==> src/rtl/seq_cmd_pkg.sv <==
package seq_cmd_pkg;
  localparam int unsigned ADDR_W   = 13;
  localparam int unsigned PREFIX_N = 5;

  localparam logic [15:0] KEY_SAVE    = 16'h0F0F;
  localparam logic [15:0] KEY_RESTORE = 16'h0F0E;

  // Leading addresses common to both commands, in the order they must occur
  function automatic logic [15:0] prefix_key(input int unsigned idx);
    case (idx)
      0:       return 16'h0000;
      1:       return 16'h1555;
      2:       return 16'h0AAA;
      3:       return 16'h1FFF;
      default: return 16'h10F0;
    endcase
  endfunction
endpackage

==> src/rtl/seq_key_match.sv <==
module seq_key_match
  import seq_cmd_pkg::*;
#(
  parameter int unsigned AW = ADDR_W,
  parameter int unsigned PN = PREFIX_N
) (
  input  logic [AW-1:0] addr_i,
  output logic [PN-1:0] prefix_hit_o,
  output logic          save_hit_o,
  output logic          restore_hit_o
);
  for (genvar g = 0; g < PN; g++) begin : g_prefix
    assign prefix_hit_o[g] = (addr_i == AW'(prefix_key(g)));
  end

  assign save_hit_o    = (addr_i == AW'(KEY_SAVE));
  assign restore_hit_o = (addr_i == AW'(KEY_RESTORE));
endmodule

==> src/rtl/seq_step_tracker.sv <==
module seq_step_tracker #(
  parameter int unsigned PN     = 5,
  localparam int unsigned STEP_W = $clog2(PN + 1)
) (
  input  logic              clk_i,
  input  logic              rst_ni,
  input  logic              valid_i,
  input  logic              write_i,
  input  logic              busy_i,
  input  logic [PN-1:0]     prefix_hit_i,
  input  logic              save_hit_i,
  input  logic              restore_hit_i,
  output logic [STEP_W-1:0] step_o,
  output logic              fire_save_o,
  output logic              fire_restore_o
);
  localparam int unsigned HW = 1 << STEP_W;
  localparam logic [STEP_W-1:0] LAST = STEP_W'(PN);

  logic [STEP_W-1:0] step_q, step_d;
  logic [HW-1:0]     hit_ext;
  logic              rd_acc, at_last, expect_hit;

  assign hit_ext    = {{(HW - PN){1'b0}}, prefix_hit_i};
  assign rd_acc     = valid_i && !write_i && !busy_i;
  assign at_last    = (step_q == LAST);
  assign expect_hit = hit_ext[step_q];

  assign fire_save_o    = rd_acc && at_last && save_hit_i;
  assign fire_restore_o = rd_acc && at_last && restore_hit_i;

  always_comb begin
    step_d = step_q;
    if (busy_i) begin
      step_d = '0;
    end else if (valid_i) begin
      if (write_i)                       step_d = '0;
      else if (!at_last && expect_hit)   step_d = step_q + 1'b1;
      else if (fire_save_o || fire_restore_o) step_d = '0;
      else if (prefix_hit_i[0])          step_d = STEP_W'(1); // restart on first key
      else                               step_d = '0;
    end
  end

  always_ff @(posedge clk_i or negedge rst_ni) begin
    if (!rst_ni) step_q <= '0;
    else         step_q <= step_d;
  end

  assign step_o = step_q;
endmodule

==> src/rtl/seq_req_stage.sv <==
module seq_req_stage (
  input  logic clk_i,
  input  logic rst_ni,
  input  logic fire_save_i,
  input  logic fire_restore_i,
  input  logic supply_low_i,
  output logic save_req_o,
  output logic restore_req_o
);
  always_ff @(posedge clk_i or negedge rst_ni) begin
    if (!rst_ni) begin
      save_req_o    <= 1'b0;
      restore_req_o <= 1'b0;
    end else begin
      save_req_o    <= fire_save_i && !supply_low_i;
      restore_req_o <= fire_restore_i;
    end
  end
endmodule

==> src/rtl/seq_cmd_detect.sv <==
module seq_cmd_detect
  import seq_cmd_pkg::*;
#(
  parameter int unsigned AW = ADDR_W,
  parameter int unsigned PN = PREFIX_N,
  localparam int unsigned STEP_W = $clog2(PN + 1)
) (
  input  logic          clk_i,
  input  logic          rst_ni,
  input  logic          acc_valid_i,
  input  logic [AW-1:0] acc_addr_i,
  input  logic          acc_write_i,
  input  logic          supply_low_i,
  input  logic          nv_busy_i,
  output logic          save_req_o,
  output logic          restore_req_o
);
  logic [PN-1:0]     prefix_hit;
  logic              save_hit, restore_hit;
  logic [STEP_W-1:0] step_w;
  logic              fire_save, fire_restore;

  seq_key_match #(.AW(AW), .PN(PN)) u_match (
    .addr_i        (acc_addr_i),
    .prefix_hit_o  (prefix_hit),
    .save_hit_o    (save_hit),
    .restore_hit_o (restore_hit)
  );

  seq_step_tracker #(.PN(PN)) u_track (
    .clk_i          (clk_i),
    .rst_ni         (rst_ni),
    .valid_i        (acc_valid_i),
    .write_i        (acc_write_i),
    .busy_i         (nv_busy_i),
    .prefix_hit_i   (prefix_hit),
    .save_hit_i     (save_hit),
    .restore_hit_i  (restore_hit),
    .step_o         (step_w),
    .fire_save_o    (fire_save),
    .fire_restore_o (fire_restore)
  );

  seq_req_stage u_req (
    .clk_i          (clk_i),
    .rst_ni         (rst_ni),
    .fire_save_i    (fire_save),
    .fire_restore_i (fire_restore),
    .supply_low_i   (supply_low_i),
    .save_req_o     (save_req_o),
    .restore_req_o  (restore_req_o)
  );
endmodule

==> config.mk <==
export PLATFORM = sky130hd
export DESIGN_NAME = seq_cmd_detect
export DESIGN_NICKNAME = d
export VERILOG_FILES = /design/src/rtl/seq_cmd_pkg.sv /design/src/rtl/seq_key_match.sv /design/src/rtl/seq_step_tracker.sv /design/src/rtl/seq_req_stage.sv /design/src/rtl/seq_cmd_detect.sv
export SDC_FILE = /design/constraint.sdc
export NUM_CORES = 1
export LEC_CHECK = 0
export CAP_MARGIN = 25
export CORE_AREA = 3 3 40 42
export DETAILED_ROUTE_END_ITERATION = 7
export DIE_AREA = 0 0 43 45
export DONT_BUFFER_PORTS = 1
export GPL_TIMING_DRIVEN = 0
export PLACE_DENSITY = 0.57
export SLEW_MARGIN = 20
export SYNTH_ARGS = -nofsm -noshare
export SYNTH_HDL_FRONTEND = slang
export SYNTH_SLANG_ARGS = --single-unit
export TNS_END_PERCENT = 100
==> constraint.sdc <==
create_clock -name clk_i -period 1.4 [get_ports clk_i]
set_input_delay 0.07 -clock clk_i [delete_from_list [all_inputs] [get_ports clk_i]]
set_output_delay 0.07 -clock clk_i [all_outputs]
set_load 0.005 [all_outputs]
==> metrics.md, run 1 <==
| Metric | Value |
|---|---|
| Register Area | 128 µm² |
| First-pass DRT Iterations | 3 |
| Reg2reg setup slack | -0.06 ns |
| Worst setup path endpoint | u_track.step_o[0] |
| Post-layout util | 0.463 |
| Worst R2R Path Depth | 6 |
| Clk Latency, worst-skew pair | 0.24 ns |
| Placer congestion estimate | 0.782 |
| Ys Warns | 0 |
| Min cycle time layout | 1.46 ns |
| Fmax | 686 MHz |
| Port Buffers | 0 |
| Syn avg cell area | 8.73 µm² |
| Cell area after synthesis | 454 µm² |
| Outcome | finished, violations left |
| Syn Nets | 73 |
| Core area | 1280 µm² |
| Worst r2r src | u_track.step_o[0] |
| Ys async rst share | 1.00 |
| Worst reg2reg endpoint | u_track.step_o[0] |
| Predominant post-synthesis flop cell | dfrtp_1 |
| Post-DP HPWL | 813 µm |
| Setup CP Type | reg2reg |
| Fin nets | 85 |
| Ports | 21 |
| Worst min-delay path class | in2reg |
| Area Overhead vs Synth | 31.1% |
| Setup TNS | -0.116 ns |
| Die width | 43 µm |
| Critical Path AT | 1.60 ns |
| Crit path max fanout | 5 |
| Antenna-violating nets left | 0 |
| Seq/Total Area, Yosys | 0.275 |
| Root buffer cell | clkbuf_4 |
| Overall Global Routing Usage | 0.111 |
| Fin. Hold Viols | 0 |
| Fin crit share | 1.04 |
| CTS buffer count | 3 |
| Post-synth EDFFs | 0 |
| Unique masters post-synth | 28 |
| Top cell type by total area after synthesis | dfrtp_1 |
| Worst slew pin tran | 0.336 ns |
| Vias per cell | 5.74 |
| Max Buffers Root-to-Sink | 2 |
| Footprint of the multi-input gates | 355 µm² |
| Share of cells above drive strength 1 | 0.381 |
| Crit path launch | u_track.step_o[0] |
| Die height | 45 µm |
| Synth top area share | 0.275 |
| Initial DRC Count | 5 |
| Leak Pwr | 0.207 nW |
| Clock Pin Slew Worst Setup and Hold Paths | 0.04 ns |
| Most frequent cell after synthesis | nand2_1 |
| Final WS setup | -0.0582 ns |
| Largest net degree at the start of global routing | 7 |
| Layout Cells excl Fill | 78 |
| Row count | 13 |
| Worst hold start | acc_valid_i |
| DIE AREA | 1940 µm² |
| Fillers | 125 |
| Clk sinks | 5 |
| Max Clock Skew | 0.00287 ns |
| Total global routing overflow | 0 |
| Via count | 448 |
| Final wirelength | 1.03 mm |
| Initial cell density of the core | 0.353 |
| H-tree Lvls | 1 |
| # diodes | 0 |
| # DRC | 0 |
| Slew Limit Fails | 0 |
| Power Density | 576 nW/µm² |
| Failing checks | setup timing |
| Setup Viol. Count Final | 3 |
| Avg WL per Cell | 13.1 µm |
| Top post-synthesis cells by area | dfrtp_1 28%, nand2_1 5.8%, ha_1 5.5% |
| Top cells by count, synth | 7 x nand2_1, 5 x dfrtp_1, 5 x nor2_1 |
| Vias in the first global route | 401 |
| Total power | 0.000343 W |
| Worst Setup End Kind | flip-flop |
| First-pass GRT wire length | 1.58 mm |
| Cells after DPL | 67 |
| Syn Inst Count | 52 |
| Max IR drop VDD | 0.418 mV |
| Crit start category | flip-flop |
| Worst rel slew slack | 0.774 |
| Critical Path RT | 1.55 ns |
| RSZ-0062 raised after global routing | yes |
| Max cap viols | 0 |
| Synthesized flop and latch total | 5 |
| Initial antenna violation count | 0 |
| CTS tree | done |
layer usage:
| metal | share of wire | vias up | routed length, µm | GRT usage |
|---|---|---|---|---|
| met4 | 0 | 0 | 0 | 0.0723 |
| met2 | 0.51 | 14 | 521 | 0.198 |
| met5 | 0 | - | 0 | 0 |
| li1 | - | 223 | - | - |
| met3 | 0.081 | 0 | 83 | 0.0398 |
| met1 | 0.41 | 211 | 421 | 0.108 |
cell usage in the layout, fill, tap and decap left out, types with 2 or more instances in the layout:
cell type,netlist,routed
nand2_1,7,7
nor3b_2,1,2
o211ai_1,2,2
nor2_1,5,5
nor3_2,1,2
nand4_1,4,4
and3_1,2,2
dfrtp_2,0,2
buf_4,0,4
dlygate4sd3_1,0,3
clkbuf_4,0,3
nor4_2,2,2
dfrtp_1,5,3
stage by stage:
step | hold slack [ns] | setup slack (ns) | cell area [µm²]
floorplan | -0.226 | 0.0533 | 454
global placement | -0.225 | -0.154 | 473
detailed placement | -0.225 | -0.189 | 473
CTS | 0.0494 | -0.0632 | 567
global route | 0.0883 | -0.166 | 596
finish | 0.0543 | -0.0582 | 596
worst min-delay path by stage:
stage,end,slack (ns),cells past startpoint
4_1_cts,u_track.step_o[1],0.05,3
5_1_grt,u_track.step_o[1],0.09,3
6_report,u_track.step_o[1],0.05,3
3_5_place_dp,u_req.restore_req_o,-0.23,0
3_3_place_gp,u_req.save_req_o,-0.23,0
2_1_floorplan,u_req.restore_req_o,-0.23,0
repair_timing:
action,CTS,global route
gates resized for setup,6,3
setup endpoints to repair,4,4
pin swaps,5,8
hold endpoints to repair,7,0
buffers inserted,2,2
hold buffers,3,0
state kept, by name, summed over array words and instances (netlist names):
register,cells
u_req.restore_req_o,1
u_req.save_req_o,1
u_track.step_o,3
layout make-up:
| class | instances | area share |
|---|---|---|
| clock buffer | 4 | 0.0441 |
| inverter | 2 | 0.0126 |
| multi-input combinational | 45 | 0.597 |
| sequential | 5 | 0.214 |
| tap | 15 | 0.0315 |
| timing repair buffer | 7 | 0.101 |
worst max-delay path: stages (launching register included):
cell	delay, ns
dfrtp_2	0.43
and2_1	0.18
nand4_1	0.09
o211ai_1	0.09
buf_4	0.15
a311o_1	0.34
o211ai_1	0.09
where the power goes:
| group | total (W) | internal, W | switching [W] |
|---|---|---|---|
| Sequential | 0.000145 | 0.000145 | 0.00000000277 |
| Clock | 0.000162 | 0.000107 | 0.0000542 |
| Combinational | 0.0000362 | 0.0000203 | 0.0000160 |
cell families after synthesis:
logic type	count (synthesis)	share of synthesized area
simple gates	34	0.504
compound gates	9	0.149
flops	5	0.275
buf+inv	2	0.0165
fa+ha+maj	2	0.0551
(Power assumes the default switching activity.)
==> run 2, diff against run 1 <==
- PLACE_DENSITY: 0.57 -> 0.56
- SYNTH_HIERARCHICAL: unset -> 1
==> run 2 against run 1 <==
Against the previous run:
- the run still ends with setup timing left
- utilization rose by 0.49 points
- clock power is essentially flat
- count of clock-buffer cells in the layout is the same
- fmax decreased by 1.2%
- combinational power decreased by 2%
- sequential power about the same
- non-clock buffer count decreased by 1
- sequential share of layout area shrank 0.22 points
- area after synthesis fell by 3.0%
- highest routed layer unchanged
==> metrics.md, run 2 <==
| Metric | Value |
|---|---|
| Syn Nets | 70 |
| First-pass GRT wire length | 1.56 mm |
| Worst Setup End Kind | flip-flop |
| Most common cell after layout, fill and taps aside | nor4_1 |
| Slew Limit Fails | 0 |
| Synthesized flop and latch total | 5 |
| Worst Hold Depth | 3 |
| Crit path launch | acc_addr_i[1] |
| Clk Latency, worst-skew pair | 0.24 ns |
| Post-synth EDFFs | 0 |
| Total global routing overflow | 0 |
| First-pass DRT Iterations | 4 |
| Post-layout util | 0.468 |
| Max Buffers Root-to-Sink | 2 |
| Initial DRC Count | 5 |
| Critical Path AT | 1.64 ns |
| Worst min-delay path class | in2reg |
| Unique masters post-synth | 27 |
| Most frequent cell after synthesis | nor4_1 |
| Placer congestion estimate | 0.766 |
| Seq/Total Area, Yosys | 0.284 |
| Initial antenna violation count | 0 |
| # diodes | 0 |
| Top cells by count, synth | 7 x nor4_1, 5 x dfrtp_1, 3 x nand2_1, 3 x nand3_1, 3 x nor2_1 |
| Area Overhead vs Synth | 36.6% |
| DIE AREA | 1940 µm² |
| Top cell type by total area after synthesis | dfrtp_1 |
| Slowest-stage cell, CP | or4_4 |
| Row count | 13 |
| Final WS setup | -0.0756 ns |
| # DRC | 0 |
| Register Area | 128 µm² |
| Syn avg cell area | 8.99 µm² |
| Vias in the first global route | 385 |
| Layout Cells excl Fill | 74 |
| Die height | 45 µm |
| Worst rel slew slack | 0.639 |
| Fillers | 134 |
| CTS buffer count | 3 |
| Top post-synthesis cells by area | dfrtp_1 28%, nor4_1 9.9%, ha_1 5.7% |
| Avg WL per Cell | 13.9 µm |
| Fin nets | 81 |
| Worst r2r src | u_track/step_o[0] |
| Predominant post-synthesis flop cell | dfrtp_1 |
| Max Clock Skew | 0.00242 ns |
| Min cycle time layout | 1.48 ns |
| Share of cells above drive strength 1 | 0.339 |
| Setup CP Type | in2reg |
| Clock Pin Slew Worst Setup and Hold Paths | 0.04 ns |
| Ports | 21 |
| Core area | 1280 µm² |
| Final wirelength | 1.03 mm |
| Crit start category | input port |
| Max cap viols | 0 |
| Initial cell density of the core | 0.343 |
| RSZ-0062 raised after global routing | yes |
| Reg2reg setup slack | -0.07 ns |
| Worst R2R Path Depth | 4 |
| Port Buffers | 0 |
| Leak Pwr | 0.217 nW |
| Ys Warns | 6 |
| Die width | 43 µm |
| Synth top area share | 0.284 |
| Cell area after synthesis | 440 µm² |
| Crit path cell chain | or4_4 > nor4_2 > mux4_2 > mux2i_2 > a21boi_2 > o21ai_1 |
| Clk sinks | 5 |
| CP delay by family, top | simple AND/OR/NAND/NOR gates |
| CP peak stage delay | 0.57 ns |
| Outcome | finished, violations left |
| Setup Viol. Count Final | 2 |
| Syn Inst Count | 49 |
| Hold EP | u_track/step_o[1] |
| Via count | 421 |
| Worst hold start | nv_busy_i |
| Worst slew pin tran | 0.541 ns |
| Worst reg2reg endpoint | u_track/step_o[0] |
| Overall Global Routing Usage | 0.107 |
| Root buffer cell | clkbuf_4 |
| Power Density | 570 nW/µm² |
| Largest net degree at the start of global routing | 8 |
| Failing checks | setup timing |
| H-tree Lvls | 1 |
| Footprint of the multi-input gates | 373 µm² |
| Crit path max fanout | 3 |
| Critical Path RT | 1.56 ns |
| Ys async rst share | 1.00 |
| Vias per cell | 5.69 |
| Max IR drop VDD | 0.185 mV |
| CTS tree | done |
| Max reg flops | 3 |
| Fin crit share | 1.05 |
| Fmax | 678 MHz |
| CP Buf/Inv Count | 0 |
| Cells after DPL | 64 |
| Setup TNS | -0.114 ns |
| Antenna-violating nets left | 0 |
| Fin. Hold Viols | 0 |
[run 2: per-stage QoR]
step | instance area [µm²] | setup slack (ns) | total power (W) | hold slack [ns]
after floorplan | 459 | -0.139 | 0.000165 | -0.226
after global placement | 478 | -0.313 | 0.000168 | -0.225
after detailed placement | 478 | -0.319 | 0.000168 | -0.225
after CTS | 569 | -0.0725 | 0.000349 | 0.00265
after global routing | 602 | -0.143 | 0.000365 | 0.0131
final | 602 | -0.0756 | 0.000343 | 0.00969
[run 2: final cells by class]
| class | instances | area share |
|---|---|---|
| multi-input cells | 43 | 0.620 |
| flip-flops and latches | 5 | 0.212 |
| clock buffers | 4 | 0.0437 |
| well taps | 15 | 0.0312 |
| repair buffers | 6 | 0.0873 |
| inverters | 1 | 0.00624 |
[run 2: kinds of logic after synthesis]
| logic type | after synthesis | synth area share |
|---|---|---|
| multiplexers | 3 | 0.0966 |
| buffers and inverters | 1 | 0.00851 |
| AO/OA/AOI/OAI | 7 | 0.0994 |
| AND/OR/NAND/NOR | 31 | 0.455 |
| adder cells (fa/ha/maj) | 2 | 0.0568 |
| flip-flops | 5 | 0.284 |
[run 2: worst max path at each step]
stage / cells after the start / to
final: 6 / u_track/step_o[0]
after global routing: 4 / u_track/step_o[0]
after CTS: 5 / u_track/step_o[1]
after detailed placement: 6 / u_track/step_o[0]
after global placement: 6 / u_track/step_o[0]
after floorplan: 6 / u_track/step_o[0]
[run 2: metal layers]
| metal | wire (µm) | GRT usage | vias to the layer above |
|---|---|---|---|
| met2 | 537 | 0.165 | 12 |
| met5 | 0 | 0 | - |
| li1 | - | - | 214 |
| met3 | 49 | 0.0120 | 0 |
| met4 | 0 | 0.0723 | 0 |
| met1 | 445 | 0.141 | 195 |
[run 2: tightest hold or removal path: cells and delay by family]
family | cells | cell delay (ns)
AO/OA/AOI/OAI | 1 | 0.05
AND/OR/NAND/NOR | 2 | 0.10
[run 2: timing repair]
item	4_1_cts	5_1_grt
endpoints found under the setup margin	3	3
gates cloned	0	0
resized for setup	4	6
hold buffers	3	0
endpoints found under the hold margin	7	0
pin swaps	0	3
buffers inserted	3	0
[run 2: where the power goes]
| part | leakage (nW) | switching [W] | total (W) | internal [W] |
|---|---|---|---|---|
| clock network | 0.0150 | 0.0000550 | 0.000163 | 0.000108 |
| logic | 0.136 | 0.0000206 | 0.0000353 | 0.0000147 |
| registers | 0.0665 | 0.00000000302 | 0.000145 | 0.000145 |
| total | 0.217 | 0.0000756 | 0.000343 | 0.000267 |
